==> src/rtl/psave_pkg.sv <==
package psave_pkg;

    localparam int NPH = 2;

    typedef enum logic [1:0] {
        MODE_OFF = 2'd0,
        MODE_PS0 = 2'd1,
        MODE_PS1 = 2'd2,
        MODE_PS2 = 2'd3
    } pmode_e;

    localparam logic [1:0] LVL_LOW  = 2'b00;
    localparam logic [1:0] LVL_MID  = 2'b01;
    localparam logic [1:0] LVL_HIGH = 2'b11;

    function automatic pmode_e lvl_to_mode(input logic [1:0] lvl, input logic single_cfg);
        pmode_e m;
        unique case (lvl)
            LVL_HIGH: m = single_cfg ? MODE_PS1 : MODE_PS0;
            LVL_LOW:  m = MODE_PS2;
            default:  m = MODE_PS1;
        endcase
        return m;
    endfunction

endpackage

==> src/rtl/psm_req_filter.sv <==
module psm_req_filter #(
    parameter int CNT_W = 8
) (
    input  logic             clk,
    input  logic             rst_n,
    input  logic [1:0]       req_raw,
    input  logic [CNT_W-1:0] hold_len,
    output logic [1:0]       lvl_acc
);
    logic [1:0]       sync_q1, sync_q2;
    logic [1:0]       cand_q;
    logic [CNT_W-1:0] run_cnt;

    always_ff @(posedge clk or negedge rst_n) begin
        if (!rst_n) begin
            sync_q1 <= 2'b00;
            sync_q2 <= 2'b00;
        end else begin
            sync_q1 <= req_raw;
            sync_q2 <= sync_q1;
        end
    end

    always_ff @(posedge clk or negedge rst_n) begin
        if (!rst_n) begin
            cand_q  <= 2'b00;
            run_cnt <= '0;
            lvl_acc <= 2'b00;
        end else if (sync_q2 != cand_q) begin
            cand_q  <= sync_q2;
            run_cnt <= '0;
        end else if (run_cnt < hold_len) begin
            run_cnt <= run_cnt + 1'b1;
        end else begin
            lvl_acc <= cand_q;
        end
    end


    acc_from_cand_chk: assert property (@(posedge clk) disable iff (!rst_n)
        (lvl_acc != $past(lvl_acc)) |-> (lvl_acc == $past(cand_q)));

endmodule

==> src/rtl/psm_mode_fsm.sv <==
module psm_mode_fsm
    import psave_pkg::*;
(
    input  logic           clk,
    input  logic           rst_n,
    input  logic           ctl_en,
    input  logic           cyc_bnd,
    input  logic [1:0]     lvl_acc,
    input  logic           single_cfg,
    output pmode_e         state,
    output logic [NPH-1:0] ph_en,
    output logic           de_en,
    output logic           fsel_hi
);
    pmode_e state_nx;
    pmode_e target;

    always_comb target = lvl_to_mode(lvl_acc, single_cfg);

    always_comb begin
        state_nx = state;
        unique case (state)
            MODE_OFF: begin
                if (ctl_en && cyc_bnd) state_nx = target;
            end
            MODE_PS0, MODE_PS1, MODE_PS2: begin
                if (!ctl_en)      state_nx = MODE_OFF;
                else if (cyc_bnd) state_nx = target;
            end
        endcase
    end

    always_ff @(posedge clk or negedge rst_n) begin
        if (!rst_n) state <= MODE_OFF;
        else        state <= state_nx;
    end

    always_comb begin
        ph_en   = '0;
        de_en   = 1'b0;
        fsel_hi = 1'b0;
        unique case (state)
            MODE_OFF: ;
            MODE_PS0: ph_en = '1;
            MODE_PS1: begin
                ph_en[0] = 1'b1;
                fsel_hi  = 1'b1;
            end
            MODE_PS2: begin
                ph_en[0] = 1'b1;
                de_en    = 1'b1;
                fsel_hi  = 1'b1;
            end
        endcase
    end


    bnd_only_chk: assert property (@(posedge clk) disable iff (!rst_n)
        ($past(ctl_en) && !$past(cyc_bnd)) |-> $stable(state));


    off_when_dis_chk: assert property (@(posedge clk) disable iff (!rst_n)
        !ctl_en |=> (state == MODE_OFF));

endmodule

==> src/rtl/psm_drive_gate.sv <==
module psm_drive_gate #(
    parameter int NPH = 2
) (
    input  logic           clk,
    input  logic           rst_n,
    input  logic           cyc_bnd,
    input  logic [NPH-1:0] ph_en,
    input  logic           de_en,
    input  logic           zc_det,
    input  logic [NPH-1:0] hs_req,
    input  logic [NPH-1:0] ls_req,
    output logic [NPH-1:0] hs_drv,
    output logic [NPH-1:0] ls_drv
);
    logic zc_blk;
    logic zc_cut;

    always_ff @(posedge clk or negedge rst_n) begin
        if (!rst_n)                          zc_blk <= 1'b0;
        else if (cyc_bnd)                    zc_blk <= 1'b0;
        else if (de_en && zc_det && ls_req[0]) zc_blk <= 1'b1;
    end

    always_comb zc_cut = de_en && (zc_det || zc_blk);

    for (genvar i = 0; i < NPH; i++) begin : g_ph
        always_comb hs_drv[i] = hs_req[i] && ph_en[i];
        if (i == 0) begin : g_zc
            always_comb ls_drv[i] = ls_req[i] && ph_en[i] && !zc_cut;
        end else begin : g_plain
            always_comb ls_drv[i] = ls_req[i] && ph_en[i];
        end
    end

endmodule

==> src/rtl/psave_mode_ctrl.sv <==
module psave_mode_ctrl
    import psave_pkg::*;
#(
    parameter int CNT_W = 8
) (
    input  logic             clk,
    input  logic             rst_n,
    input  logic             ctl_en,
    input  logic [1:0]       req_lvl,
    input  logic             single_phase_cfg,
    input  logic [CNT_W-1:0] hold_len,
    input  logic             cyc_bnd,
    input  logic             zc_det,
    input  logic [1:0]       hs_req,
    input  logic [1:0]       ls_req,
    output logic [1:0]       hs_drv,
    output logic [1:0]       ls_drv,
    output logic [1:0]       ph_en,
    output logic             de_en,
    output logic             fsel_hi,
    output logic [1:0]       mode_o,
    output logic             cfg_err
);
    logic [1:0] lvl_acc;
    pmode_e     state;

    psm_req_filter #(.CNT_W(CNT_W)) u_filt (
        .clk(clk), .rst_n(rst_n), .req_raw(req_lvl), .hold_len(hold_len), .lvl_acc(lvl_acc)
    );

    psm_mode_fsm u_fsm (
        .clk(clk), .rst_n(rst_n), .ctl_en(ctl_en), .cyc_bnd(cyc_bnd), .lvl_acc(lvl_acc),
        .single_cfg(single_phase_cfg), .state(state), .ph_en(ph_en), .de_en(de_en),
        .fsel_hi(fsel_hi)
    );

    psm_drive_gate #(.NPH(NPH)) u_gate (
        .clk(clk), .rst_n(rst_n), .cyc_bnd(cyc_bnd), .ph_en(ph_en), .de_en(de_en),
        .zc_det(zc_det), .hs_req(hs_req), .ls_req(ls_req), .hs_drv(hs_drv), .ls_drv(ls_drv)
    );

    always_comb mode_o  = state;
    always_comb cfg_err = single_phase_cfg && (lvl_acc == LVL_HIGH);


    ph2_quiet_chk: assert property (@(posedge clk) disable iff (!rst_n)
        (state == MODE_PS1 || state == MODE_PS2) |-> (!hs_drv[1] && !ls_drv[1]));


    zc_cut_chk: assert property (@(posedge clk) disable iff (!rst_n)
        (state == MODE_PS2 && zc_det) |-> !ls_drv[0]);


    strap_no_ps0_chk: assert property (@(posedge clk) disable iff (!rst_n)
        (single_phase_cfg && cyc_bnd) |=> (state != MODE_PS0));

endmodule

==> config.mk <==
export PLATFORM = sky130hd
export DESIGN_NAME = psave_mode_ctrl
export DESIGN_NICKNAME = d
export VERILOG_FILES = /design/src/rtl/psave_pkg.sv /design/src/rtl/psm_req_filter.sv /design/src/rtl/psm_mode_fsm.sv /design/src/rtl/psm_drive_gate.sv /design/src/rtl/psave_mode_ctrl.sv
export SDC_FILE = /design/constraint.sdc
export NUM_CORES = 1
export LEC_CHECK = 0
export BUFFER_PORTS_ARGS = -buffer_cell sky130_fd_sc_hd__buf_2
export CORE_MARGIN = 10
export CORE_UTILIZATION = 50
export CTS_BUF_LIST = sky130_fd_sc_hd__clkbuf_8 sky130_fd_sc_hd__clkbuf_16
export DETAILED_ROUTE_END_ITERATION = 10
export GPL_ROUTABILITY_DRIVEN = 1
export HOLD_SLACK_MARGIN = 0.15
export PLACE_DENSITY = 0.89
export SLEW_MARGIN = 20
export SYNTH_ARGS = -nofsm -noshare
export SYNTH_HDL_FRONTEND = slang
export SYNTH_SLANG_ARGS = --single-unit
==> constraint.sdc <==
create_clock -name clk -period 2.5 [get_ports clk]
set_clock_uncertainty 0.2 [all_clocks]
set_input_delay 0.5 -clock clk [delete_from_list [all_inputs] [get_ports clk]]
set_output_delay 0.5 -clock clk [all_outputs]
set_load 0.005 [all_outputs]
-- After elaboration in Yosys (flattened, before gate mapping)
Cells that the tools add are included.
- $lt $le $gt $ge: 1
- reduce and logical (&&, ||, !) cells: 20
- add/sub/neg operators: 1
- equal/unequal tests: 7
- mux-type cells: 14
- bitwise logic cells: 2
- operators with widths (cell ; count):
    2-to-1 mux 8 bit ; 2
    logical AND 1 bit ; 10
    adder 8 x 1 -> 8 bit (second input constant) ; 1
    less-than comparator 8 bit ; 1
    2-to-1 mux 2 bit ; 4
    case mux 2 bit (2 select lines) ; 2
    equality test 2 bit (second input constant) ; 3
    2-to-1 mux 1 bit ; 6
    logical NOT 2 bit ; 2
    AND reduction 2 bit ; 2
    nonzero test 2 bit ; 2
    inequality test 3 x 2 -> 1 bit (second input constant) ; 1
    OR reduction 3 bit ; 1
    equality test 2 x 1 -> 1 bit (second input constant) ; 1
    inequality test 2 x 1 -> 1 bit (second input constant) ; 1
    inequality test 2 bit ; 1
    NOT 1 bit ; 2
    OR reduction 2 bit ; 1
    logical NOT 1 bit ; 1
    logical OR 1 bit ; 1
- output and inout bits: 11
- logic and storage cells: 52
- bits in registers: 19
- input port bits: 20

-- Logic depth before layout (Yosys ltp)
Gate-level depths: netlist of the first run.
- depth in word-level cells: 6
- gate-level depth with buffers: 7
- gate-level depth less buffers: 7

-- Hierarchy
From an unflattened synthesis of the first run, not the netlist that was laid out.
- cell total of the unflattened synthesis: 105
- area total of the unflattened synthesis: 1076.0 um^2
- by module, submodules not included (module ; sequential area each (um^2) ; instances ; cells each ; area each (um^2)):
    psm_req_filter ; 400.4 ; 1 ; 78 ; 850.8
    psm_mode_fsm ; 50.0 ; 1 ; 18 ; 153.9
    psm_drive_gate ; 25.0 ; 1 ; 8 ; 65.1
    psave_mode_ctrl ; 0.0 ; 1 ; 1 ; 6.3

-- Worst setup path before layout of the first run
OpenSTA, ideal clock, no wires.
- path kind: input to register
- start point: input port hold_len[1]
- end point: register u_filt.lvl_acc[0]
- path slack: 0.160 ns
- buffers on the path: 0
- arrival time: 2.015 ns
- stages on the path: 6
- data required time: 2.175 ns
- library setup time: 0.125 ns
- path through: inv_1 ha_1 a2111o_1 a21oi_2 nand2b_4 mux2_4
- word-level cells in the longest chain between the ends: 3
- RTL lines (element ; RTL line ; text):
    start: declaration ; psave_mode_ctrl.sv:11 ; input logic [CNT_W-1:0] hold_len,
    less-than comparator 8 bit ; psm_req_filter.sv:32 ; end else if (run_cnt < hold_len) begin
    NOT 1 bit (no line) ; -- ;
    AND reduction 2 bit (no line) ; -- ;
    end signal: assignment ; psm_req_filter.sv:35 ; lvl_acc <= cand_q;
    end: declaration ; psm_req_filter.sv:8 ; output logic [1:0] lvl_acc
No other way between the ends.
A chain may end at the register's enable or synchronous reset.

-- Worst setup path after layout of the first run
- start point: register u_filt.run_cnt[5]
- end point: register u_filt.run_cnt[5]
- word-level cells in the longest chain between the ends: 3
- elaborated cells on any way between the ends: 5
- those cells by class: add/sub (1); order compare (1); mux (2); reduce/logical (1)
- RTL lines (element ; RTL line ; text):
    start: declaration ; psm_req_filter.sv:12 ; logic [CNT_W-1:0] run_cnt;
    start signal: assignment ; psm_req_filter.sv:33 ; run_cnt <= run_cnt + 1'b1;
    adder 8 x 1 -> 8 bit ; psm_req_filter.sv:33 ;
    2-to-1 mux 8 bit ; psm_req_filter.sv:32 ;
    2-to-1 mux 8 bit ; psm_req_filter.sv:29 ; end else if (sync_q2 != cand_q) begin
Several ways; a longest one is shown, not always the timed one. The select of a mux whose other input is x is not followed.

==> summary.txt, run 1 <==
Min path
  – Hold path startpoint: u_filt.sync_q1[1]
  – Worst hold stages: 0
  – Worst hold path class: register to register

Timing
  – Worst-margin pin slew: 0.623 ns
  – Fmax: 0.440 GHz
  – Slew margin rel.: 0.580
  – Sum of negative setup slack: 0 ns
  – Fin worst setup slack: 0.228 ns
  – # setup viols final: 0
  – Hold_ws: 0.156 ns
  – Tcrit/Tclk final: 0.909
  – RSZ-0062 raised after global routing: false
  – Fin. Hold Viols: 0
  – Final min period: 2.27 ns
  – Max Transition Viols Final: 0

Clock tree
  – Cts bufs inserted: 3
  – Clk sink count: 19
  – CTS resizes: 0
  – Worst-Skew Late Latency: ~0.26 ns
  – Root Buffer: clkbuf_8
  – Worst-path clk slew: 0.08 ns
  – H-tree levels: 1
  – Setup Fix Bufs, Post-CTS: 0
  – CTS tree: yes
  – Clock Path Buffers: 2

Synth
  – Post-synthesis adder-cell area fraction: 0.113
  – Syn Std Cell Area: 0.00111 mm^2
  – Cell taking the most area after synthesis: dfrtp_1
  – Mapped Cells: 112
  – Syn Area/Cell: 9.92 um^2
  – Share of the synthesized area in the top cell type: 0.428
  – Yosys reg bits: 19
  – Sequential share of the synthesized area: 0.428
  – Area contributors post-synth: dfrtp_1, ha_1, inv_1, and2_1, xnor2_1
  – Mux cell area share after synthesis: 0.0450
  – Synthesis Warnings: 0
  – Compound-Gate Fraction of Synth Area: 0.151
  – Synth cell types: 29
  – Largest family of logic cells by synthesized area: simple AND/OR/NAND/NOR gates
  – Net Count, Synth: 142
  – Post-synthesis simple-gate area fraction: 0.175
  – Post-Synth XOR/XNOR Area: 0.0315

Finish
  – Final core utilization: 0.638
  – # nets final: between 150 and 200
  – Antenna cell count: 0
  – Layout area overhead: 24.5%
  – Post-Layout Cell Count: between 150 and 200
  – Fraction of layout cells with a size suffix above 1: 0.302
  – Final instance area: 0.00138 mm^2
  – # fillers: 182

Floorplanning
  – I/O pins: 31
  – Die Width: 67.1 um
  – Core area: 0.00217 mm^2
  – Die area: 0.00451 mm^2
  – Die Ht: roughly 67 um
  – # rows: 17
  – Initial core utilization: 0.512

Route
  – DR vias: approximately 960
  – Iter 0 DRT Violations: 43
  – Routed WL: approximately 2500 um
  – Post-DRT Antenna Nets: 0
  – Post-route DRC violation count: 0
  – Avg Vias per Cell: 5.41
  – Number of detailed-route iterations in the first pass: 5
  – Average wire per standard cell: ~14 um

Worst setup path
  – CP cell instances: ha_1 -> a21oi_1 -> o21ai_0 -> a2111oi_4 -> a31oi_1 -> a41o_1
  – Reg2reg start: u_filt.run_cnt[5]
  – Biggest cell delay along the critical path: roughly 0.47 ns
  – CP max-delay cell: a2111oi_4
  – Critical path startpoint category: register
  – R2R depth: 6
  – Crit path from: u_filt.run_cnt[5]
  – Max FO, Critical Path: 6
  – Setup crit end kind: register
  – Arr. time, crit path: around 2.2 ns
  – Req. time, crit path: 2.46 ns
  – CP Class: register to register

Placed design
  – Buffers added on ports: 30
  – Placed Cells: 170
  – Area of placed instances: 0.00131 mm^2
  – Final HPWL DP: about 2000 um
  – Final RePlAce weighted congestion: 0.897
  – Dpl ws: 0.0759 ns

Pwr
  – Peak supply drop: around 0.34 mV
  – Final Power: about 0.68 mW
  – Power density cells: 491 mW/mm^2
  – LEAKAGE: approximately 0.75 nW

Job
  – Max cap viols: 0

GRT
  – Total grt overflow: 0
  – Total GRT Usage: 0.116
  – Initial antenna violation count: 0
  – Largest net degree at the start of global routing: 20
  – Vias in the first global route: 940
  – First-pass GRT wire length: roughly 4100 um

Status
  – Outcome: finished clean
==> sequential cells by signal (all words and copies together), names as in the netlist <==
signal,count
u_fsm.state,2
u_filt.run_cnt,8
u_filt.lvl_acc,2
u_gate.zc_blk,1
u_filt.sync_q1,2
u_filt.sync_q2,2
u_filt.cand_q,2
==> worst paths after layout <==
| check | slack [ns] | endpoint |
|---|---|---|
| hold reg to reg | 0.16 | u_filt.sync_q2[1] |
| hold / removal | 0.16 | u_filt.sync_q2[1] |
| max in group asynchronous | 1.31 | u_fsm.state[0] |
| min in group asynchronous | 0.49 | u_filt.run_cnt[4] |
| setup / recovery | 0.23 | u_filt.run_cnt[5] |
| setup reg to reg | 0.23 | u_filt.run_cnt[5] |
==> power by group <==
part / internal [mW] / leakage, nW / switching [mW]
logic: 0.0599 / 0.476 / 0.0643
clock network: 0.111 / 0.0255 / 0.110
registers: 0.322 / 0.247 / 0.0121
total: 0.493 / 0.749 / 0.187
==> cells in the final DEF (no fill, tap or decap), types with 2 or more instances in the layout <==
cell,instances
buf_4,4
nor2b_1,2
clkbuf_8,3
nor2_1,7
o21ai_0,5
nand2_1,9
a31oi_1,3
dfrtp_1,19
xnor2_1,4
nand3_1,2
a21oi_1,6
dlygate4sd3_1,3
nand2b_1,2
mux2i_1,2
nor3_1,2
and2_1,6
inv_1,12
nand4_1,4
ha_1,10
buf_2,30
mux2_4,2
a41o_1,2
==> routing by layer <==
| metal | track usage | wire length (um) | up-vias |
|---|---|---|---|
| met5 | 0 | 0 | - |
| met4 | 0.0769 | 63 | 0 |
| met3 | 0.0298 | 134 | 7 |
| met2 | 0.204 | 1360 | 31 |
| met1 | 0.118 | 987 | 456 |
| li1 | - | - | 463 |
==> logic make-up after synthesis <==
group / count (synthesis)
simple gates: 37
compound gates: 22
flops: 19
buf+inv: 16
fa+ha+maj: 10
xor+xnor: 4
mux: 4
==> area by class of cell <==
| cell class | instances | area, um^2 | share of cell area |
|---|---|---|---|
| clock inverter | 1 | 5.00 | 0.00362 |
| tap | 28 | 35.0 | 0.0253 |
| timing repair buffer | 37 | 210 | 0.152 |
| multi-input combinational | 77 | 572 | 0.413 |
| inverter | 12 | 45.0 | 0.0325 |
| clock buffer | 3 | 41.3 | 0.0298 |
| sequential | 19 | 475 | 0.344 |
==> cell usage after synthesis, drive strengths merged <==
| master | count |
|---|---|
| dfrtp | 19 |
| inv | 12 |
| ha | 10 |
| nand2 | 9 |
| a21oi | 7 |
| nor2 | 7 |
| and2 | 6 |
| o21ai | 5 |
| nand4 | 4 |
| xnor2 | 4 |
| a31oi | 3 |
| clkbuf | 3 |
| nand2b | 3 |
| a41o | 2 |
| mux2 | 2 |
| mux2i | 2 |
| nand3 | 2 |
| nor2b | 2 |
| nor3 | 2 |
| a2111o | 1 |
| a2111oi | 1 |
| a211o | 1 |
| a211oi | 1 |
| a31o | 1 |
| and3 | 1 |
| buf | 1 |
| or2 | 1 |
==> repair_timing <==
action	CTS	global route
endpoints found under the hold margin	21	0
hold buffers	3	0
endpoints found under the setup margin	0	0
==> critical path, delay by kind of cell, from the launching register on <==
| family | cells | cell delay [ns] |
|---|---|---|
| flip-flops | 1 | 0.45 |
| adder cells (fa/ha/maj) | 1 | 0.32 |
| AO/OA/AOI/OAI | 5 | 1.19 |
Power figures use the tool's default switching activity.
==> run 2: changes to the inputs <==
--- a/config.mk
+++ b/config.mk
@@ -7,12 +7,12 @@
 export LEC_CHECK = 0
 export BUFFER_PORTS_ARGS = -buffer_cell sky130_fd_sc_hd__buf_2
 export CORE_MARGIN = 10
-export CORE_UTILIZATION = 50
+export CORE_UTILIZATION = 46
 export CTS_BUF_LIST = sky130_fd_sc_hd__clkbuf_8 sky130_fd_sc_hd__clkbuf_16
 export DETAILED_ROUTE_END_ITERATION = 10
 export GPL_ROUTABILITY_DRIVEN = 1
 export HOLD_SLACK_MARGIN = 0.15
-export PLACE_DENSITY = 0.89
+export PLACE_DENSITY = 0.87
 export SLEW_MARGIN = 20
 export SYNTH_ARGS = -nofsm -noshare
 export SYNTH_HDL_FRONTEND = slang
==> constraint.sdc (replaced) <==
create_clock -name clk -period 1.8 [get_ports clk]
set_clock_uncertainty 0.2 [all_clocks]
set_input_delay 0.36 -clock clk [delete_from_list [all_inputs] [get_ports clk]]
set_output_delay 0.36 -clock clk [all_outputs]
set_load 0.005 [all_outputs]
==> run 2 against run 1 <==
  * Critical path depth shrank 1
  * Via count grew 10%
  * Combinational power grew 79%
  * The run now ends with negative setup slack left
  * Worst setup slack lost 0.63 ns
  * Sequential power grew 38%
  * Highest routed layer unchanged
  * Total power grew 45%
  * Critical path type unchanged
  * Fmax grew 3.0%
  * Critical endpoint is now u_filt.run_cnt[6]
==> summary.txt, run 2 (synthesis gave the netlist of run 1 again) <==
GRT
  – Initial antenna violation count: 0 (unchanged)
  – Total grt overflow: 0 (unchanged)
  – Vias in the first global route: 1077 (+15%)
  – First-pass GRT wire length: 4770 um (+18%)
  – Largest net degree at the start of global routing: 20 (unchanged)
  – Total GRT Usage: 0.117 (+0.00131)

Clock tree
  – H-tree levels: 1 (unchanged)
  – Root Buffer: clkbuf_8
  – Worst-Skew Late Latency: 0.26 ns (about the same)
  – Worst-path clk slew: 0.07 ns (about the same)
  – Clock Path Buffers: 2 (unchanged)
  – CTS tree: yes
  – Cts bufs inserted: 3 (unchanged)
  – Clk sink count: 19 (unchanged)

Timing
  – Max Transition Viols Final: 0 (unchanged)
  – Sum of negative setup slack: -3.46 ns (-3.46 ns)
  – RSZ-0062 raised after global routing: true
  – Worst-margin pin slew: 0.418 ns (-0.205 ns)
  – Fmax: 0.453 GHz (+3.0%)
  – Slew margin rel.: 0.721 (+0.141)
  – Tcrit/Tclk final: 1.23 (+0.317)
  – Fin worst setup slack: -0.407 ns (-0.635 ns)
  – # setup viols final: 10 (+10)
  – Final min period: 2.21 ns (-0.0655 ns)
  – Fin. Hold Viols: 0 (unchanged)

Finish
  – Layout area overhead: 41.6%
  – Antenna cell count: 0 (unchanged)
  – Commonest non-fill, non-tap cell in the layout: buf_2
  – Largest register FFs: 8 (unchanged)
  – Fraction of layout cells with a size suffix above 1: 0.412 (+0.110)
  – Most frequent cells in the layout: buf_2, dfrtp_1, buf_4, inv_1, ha_1
  – # nets final: 196 (+8.9%)
  – Largest Register: u_filt.run_cnt

Min path
  – Worst hold path class: register to register

Placed design
  – Buffers added on ports: 30 (unchanged)
  – Final RePlAce weighted congestion: 0.832 (-7.2%)
  – Dpl ws: -0.500 ns (-0.576 ns)
  – Final HPWL DP: 2230 um (+10%)

Status
  – Failing checks: negative setup slack
  – Outcome: complete, but fails checks

Route
  – Average wire per standard cell: 16.4 um (+14%)
  – Post-DRT Antenna Nets: 0 (unchanged)
  – Post-route DRC violation count: 0 (unchanged)
  – Routed WL: 3160 um (+24%)
  – Avg Vias per Cell: 5.48 (+1.3%)
  – Iter 0 DRT Violations: 40 (-7.0%)
  – DR vias: 1057 (+10%)
  – Number of detailed-route iterations in the first pass: 4 (-1)

Pwr
  – Final Power: 0.982 mW (+45%)
  – Power density cells: 625 mW/mm^2 (+27%)
  – Peak supply drop: 0.595 mV (+77%)
  – LEAKAGE: 0.844 nW (+13%)

Floorplanning
  – Die area: 0.00478 mm^2 (+6.1%)
  – Core area: 0.00225 mm^2 (+3.9%)
  – Die Ht: 69.1 um (+3.0%)
  – Initial core utilization: 0.493 (-0.0193)
  – I/O pins: 31 (unchanged)
  – # rows: 17 (unchanged)
  – Die Width: 69.1 um (+3.0%)

Worst setup path
  – CP Class: register to register
  – Arr. time, crit path: 2.16 ns (-0.07 ns)
  – Critical path startpoint category: register
  – Req. time, crit path: 1.75 ns (-0.71 ns)
  – Setup crit end kind: register
  – Max FO, Critical Path: 3 (-3)

Job
  – Max cap viols: 0 (unchanged)
[run 2: timing repair]
action	CTS	global route
endpoints found under the setup margin	12	14
pin swaps	0	3
hold buffers	5	0
hold endpoints to repair	23	0
cloned	0	0
setup buffers	3	4
gates resized for setup	3	12
[run 2: worst max-delay path: stages, from the launching register on]
cell       delay [ns]
dfrtp_1          0.40
ha_1             0.27
a2111o_1         0.44
a2111oi_4        0.38
a31oi_1          0.17
a41o_1           0.23
[run 2: per-layer routing]
metal | track usage | vias up | part of all wire
li1 | - | 499 | -
met1 | 0.116 | 497 | 0.36
met2 | 0.224 | 50 | 0.55
met3 | 0.0228 | 11 | 0.056
met4 | 0.0532 | 0 | 0.036
met5 | 0 | - | 0
[run 2: area by class of cell]
class	instances	area (um^2)
Inverter	12	45.0
Timing Repair Buffer	53	345
Sequential cell	19	475
Clock inverter	1	5.00
Fill cell	164	682
Clock buffer	3	41.3
Tap cell	28	35.0
Multi-Input combinational cell	77	626
[run 2: power breakdown]
group | total [mW] | internal [mW] | switching, mW
logic | 0.222 | 0.115 | 0.108
clock network | 0.299 | 0.154 | 0.145
registers | 0.460 | 0.447 | 0.0138
[run 2: final timing paths]
check / to / cells after the start / slack, ns / start
setup / recovery: u_filt.run_cnt[6] / 5 / -0.41 / u_filt.run_cnt[1]
setup reg to reg: u_filt.run_cnt[6] / 5 / -0.41 / u_filt.run_cnt[1]
max in group asynchronous: u_filt.run_cnt[6] / 2 / 0.74 / rst_n
hold reg to reg: u_filt.sync_q2[0] / 0 / 0.16 / u_filt.sync_q1[0]
min in group asynchronous: u_filt.sync_q1[0] / 2 / 0.36 / rst_n
hold / removal: u_filt.sync_q2[0] / 0 / 0.16 / u_filt.sync_q1[0]
[run 2: through the flow]
step	hold WS (ns)	std cells	instance area [um^2]	utilization
after detailed placement	0.119	177	1370	0.608
after floorplan	-0.136	112	1120	-
after global placement	0.111	177	1370	0.608
after global routing	0.174	193	1570	0.698
after CTS	0.155	189	1500	0.665
final	0.161	193	1570	0.698
==> run 3: changes to the inputs <==
--- a/config.mk
+++ b/config.mk
@@ -7,13 +7,15 @@
 export LEC_CHECK = 0
 export BUFFER_PORTS_ARGS = -buffer_cell sky130_fd_sc_hd__buf_2
 export CORE_MARGIN = 10
-export CORE_UTILIZATION = 46
+export CORE_UTILIZATION = 45
 export CTS_BUF_LIST = sky130_fd_sc_hd__clkbuf_8 sky130_fd_sc_hd__clkbuf_16
 export DETAILED_ROUTE_END_ITERATION = 10
 export GPL_ROUTABILITY_DRIVEN = 1
 export HOLD_SLACK_MARGIN = 0.15
-export PLACE_DENSITY = 0.87
+export PLACE_DENSITY = 0.86
+export RECOVER_POWER = 50
 export SLEW_MARGIN = 20
 export SYNTH_ARGS = -nofsm -noshare
 export SYNTH_HDL_FRONTEND = slang
+export SYNTH_HIERARCHICAL = 1
 export SYNTH_SLANG_ARGS = --single-unit
==> constraint.sdc (replaced) <==
create_clock -name clk -period 1.8 [get_ports clk]
set_clock_uncertainty 0.2 [all_clocks]
set_input_delay 0 -clock clk [delete_from_list [all_inputs] [get_ports clk]]
set_output_delay 0 -clock clk [all_outputs]
set_load 0.005 [all_outputs]
==> run 3 against run 2 <==
  * The flow still finishes with violations (negative setup slack)
  * Critical path depth rose by 1
  * Via count fell by 7.9%
  * Clock power fell by 6%
  * First-iteration DRC count shrank 83%
  * Core utilization fell by 0.33 points
  * Fmax shrank 0.88%
  * Non-clock buffer count down 2
  * Largest power group unchanged
==> summary.txt, run 3 <==
Status
  – Outcome: complete, but fails checks
  – Failing checks: negative setup slack

Timing
  – Slew margin rel.: 0.633 (-0.0884)
  – Fin. Hold Viols: 0 (unchanged)
  – Fin worst setup slack: -0.426 ns (-0.0196 ns)
  – Sum of negative setup slack: -3.03 ns (+0.424 ns)
  – Hold_ws: 0.153 ns (-0.00862 ns)
  – Tcrit/Tclk final: 1.24 (+0.0109)
  – Fmax: 0.449 GHz (-0.88%)
  – RSZ-0062 raised after global routing: true
  – Max Transition Viols Final: 0 (unchanged)
  – # setup viols final: 10 (unchanged)
  – Final min period: 2.23 ns (+0.0196 ns)
  – Worst-margin pin slew: 0.547 ns (+0.129 ns)

Synth
  – Syn Std Cell Area: 0.00108 mm^2 (-3.2%)
  – Share of the synthesized area in the top cell type: 0.442 (+0.0139)
  – Synth async-reset ratio: 1.00 (unchanged)
  – Sequential share of the synthesized area: 0.442 (+0.0139)
  – Most common cell in the netlist: dfrtp_1
  – Synthesis Warnings: 6 (+6)
  – Mapped Cells: 105 (-6.3%)
  – Synth cell types: 32 (+10%)
  – Post-synth EDFFs: 0 (unchanged)
  – Area contributors post-synth: dfrtp_1, ha_1, a21oi_1, inv_1, a2111oi_4
  – Yosys reg bits: 19 (unchanged)
  – Top cells by count, synth: dfrtp_1, inv_1, ha_1, a21oi_1
  – Syn Area/Cell: 10.2 um^2 (+3.3%)
  – Ys flop type: dfrtp_1
  – Net Count, Synth: 135 (-4.9%)
  – Cell taking the most area after synthesis: dfrtp_1

Worst setup path
  – Req. time, crit path: 1.77 ns (+0.02 ns)
  – Setup crit end kind: register
  – Max FO, Critical Path: 8 (+5)
  – Critical path startpoint category: register
  – R2r setup slk: -0.43 ns (-0.02 ns)
  – CP cell instances: ha_4 -> a211o_1 -> a21oi_4 -> o31ai_4 -> or4_4 -> a21oi_4
  – Arr. time, crit path: 2.20 ns (+0.04 ns)
  – Crit-path leading delay family: compound AO/OA/AOI/OAI gates
  – CP Class: register to register
  – Reg2reg start: u_filt/run_cnt[5]
  – CP max-delay cell: or4_4
  – R2R depth: 6 (+1)
  – CP Buf/Inv Count: 0 (unchanged)
  – Most frequent cell on the critical path: a21oi_4
  – Biggest cell delay along the critical path: 0.46 ns (+0.02 ns)
  – Critical R2R Capture: u_filt/run_cnt[5]

Finish
  – Most frequent cells in the layout: buf_2, dfrtp_1, inv_1, dlygate4sd3_1, buf_4
  – Fraction of layout cells with a size suffix above 1: 0.344 (-0.0682)
  – Antenna cell count: 0 (unchanged)
  – # nets final: 188 (-4.1%)
  – Layout area overhead: 45.5%
  – Commonest non-fill, non-tap cell in the layout: buf_2
  – Largest Register: u_filt/run_cnt
  – Final core utilization: 0.694 (-0.00333)
  – Largest register FFs: 8 (unchanged)

Pwr
  – Clock power share: 0.300 (-0.005)
  – Int Pwr: 0.698 mW (-2.5%)
  – Combinational share of power: 0.205 (-0.021)
  – Final Power: 0.935 mW (-4.8%)
  – Flop pwr share: 0.495 (+0.026)
  – NetSw: 0.237 mW (-11%)
  – LEAKAGE: 0.767 nW (-9.1%)
  – Sw Ratio: 0.254 (-0.0182)
  – Power density cells: 597 mW/mm^2 (-4.4%)
  – Peak supply drop: 0.543 mV (-8.8%)

Route
  – Post-route DRC violation count: 0 (unchanged)
  – Iter 0 DRT Violations: 7 (-83%)
  – Average wire per standard cell: 15.1 um (-7.9%)
  – Number of detailed-route iterations in the first pass: 4 (unchanged)
  – Post-DRT Antenna Nets: 0 (unchanged)
  – DR vias: 973 (-7.9%)
  – Avg Vias per Cell: 5.26 (-4.0%)
  – Routed WL: 2790 um (-12%)

Placed design
  – Final HPWL DP: 2080 um (-6.8%)
  – Final RePlAce weighted congestion: 0.752 (-9.7%)
  – Buffers added on ports: 30 (unchanged)
  – Dpl ws: -0.417 ns (+0.0826 ns)

Min path
  – Hold path startpoint: u_filt/sync_q1[1]
  – Worst hold stages: 0 (unchanged)
  – Worst hold path class: register to register
  – Worst Hold End: u_filt/sync_q2[1]

Floorplanning
  – # rows: 17 (unchanged)
  – I/O pins: 31 (unchanged)
  – Die area: 0.00475 mm^2 (-0.71%)
  – Initial core utilization: 0.477 (-0.0155)
  – Die Width: 68.9 um (-0.35%)
  – Core area: 0.00225 mm^2 (unchanged)
  – Die Ht: 68.9 um (-0.35%)

Clock tree
  – Worst-path clk slew: 0.07 ns (about the same)
  – Clock Path Buffers: 2 (unchanged)
  – Worst-Skew Late Latency: 0.25 ns (about the same)
  – Clk sink count: 19 (unchanged)
  – Root Buffer: clkbuf_8
  – Cts bufs inserted: 3 (unchanged)
  – H-tree levels: 1 (unchanged)
  – CTS tree: yes

GRT
  – First-pass GRT wire length: 4370 um (-8.2%)
  – Vias in the first global route: 1052 (-2.3%)
  – Total GRT Usage: 0.116 (-0.000687)
  – Initial antenna violation count: 0 (unchanged)
  – Largest net degree at the start of global routing: 20 (unchanged)
  – Total grt overflow: 0 (unchanged)

Job
  – Max cap viols: 0 (unchanged)
## run 3: changes by cell type in the layout (fill, tap and decap cells not counted), sizes merged, moves of 3 or more
| cell | delta |
|---|---|
| o31ai | +5 |
| buf | -12 |
| clkbuf | +3 |
| nand2 | -5 |
| or4 | +3 |
| nor2 | -3 |
| or3 | +3 |
| dlygate4sd3 | +7 |
## run 3: how the worst max path moves through the flow
stage | to | slack [ns] | cells past startpoint | from
global placement | u_filt/lvl_acc[1] | -0.32 | 5 | u_filt/run_cnt[5]
global route | u_filt/run_cnt[5] | -0.46 | 6 | u_filt/run_cnt[5]
CTS | u_filt/run_cnt[5] | -0.34 | 6 | u_filt/run_cnt[5]
floorplan | u_filt/lvl_acc[0] | -0.28 | 7 | u_filt/run_cnt[5]
finish | u_filt/run_cnt[5] | -0.43 | 6 | u_filt/run_cnt[5]
detailed placement | u_filt/lvl_acc[1] | -0.42 | 5 | u_filt/run_cnt[7]
## run 3: cell type report
| class | count | area, um^2 |
|---|---|---|
| clock buffers | 3 | 41.3 |
| well taps | 28 | 35.0 |
| fillers | 163 | 689 |
| flip-flops and latches | 19 | 475 |
| multi-input cells | 72 | 633 |
| repair buffers | 51 | 335 |
| clock inverters | 1 | 3.75 |
| inverters | 11 | 41.3 |
## run 3: layer usage
layer / up-vias / routed length (um) / GRT usage
met2: 24 / 1550 / 0.241
met3: 0 / 212 / 0.0290
li1: 479 / - / -
met4: 0 / 0 / 0.0148
met1: 470 / 1030 / 0.113
met5: - / 0 / 0
## run 3: cell families (layout without fill, tap and decap cells)
logic type	count (synthesis)	count (layout)	share of synthesized area
AO/OA/AOI/OAI	25	26	0.169
XOR/XNOR	3	3	0.0244
adder cells (fa/ha/maj)	10	10	0.116
buffers and inverters	15	66	0.0558
flip-flops	19	19	0.442
multiplexers	3	3	0.0302
AND/OR/NAND/NOR	30	30	0.163
## run 3: power by group through the flow
stage               Clock [mW]  Sequential [mW]  Combinational [mW]
CTS                      0.290            0.462               0.189
detailed placement           0            0.470               0.166
floorplan                    0            0.469              0.0927
finish                   0.281            0.463               0.191
global route             0.311            0.465               0.211
global placement             0            0.468               0.156
## run 3: through the flow
stage | std cells | cell area [um^2]
global placement | 167 | 1340
CTS | 185 | 1530
global route | 185 | 1570
detailed placement | 167 | 1340
floorplan | 105 | 1110
finish | 185 | 1570
## run 3: what timing repair did
action                                  CTS  global route
buffers inserted                          1             0
hold buffers                             12             1
pin swaps                                 3             5
gates cloned                              1             0
resized for setup                         2             4
endpoints found under the setup margin   10            29
endpoints found under the hold margin    28            19
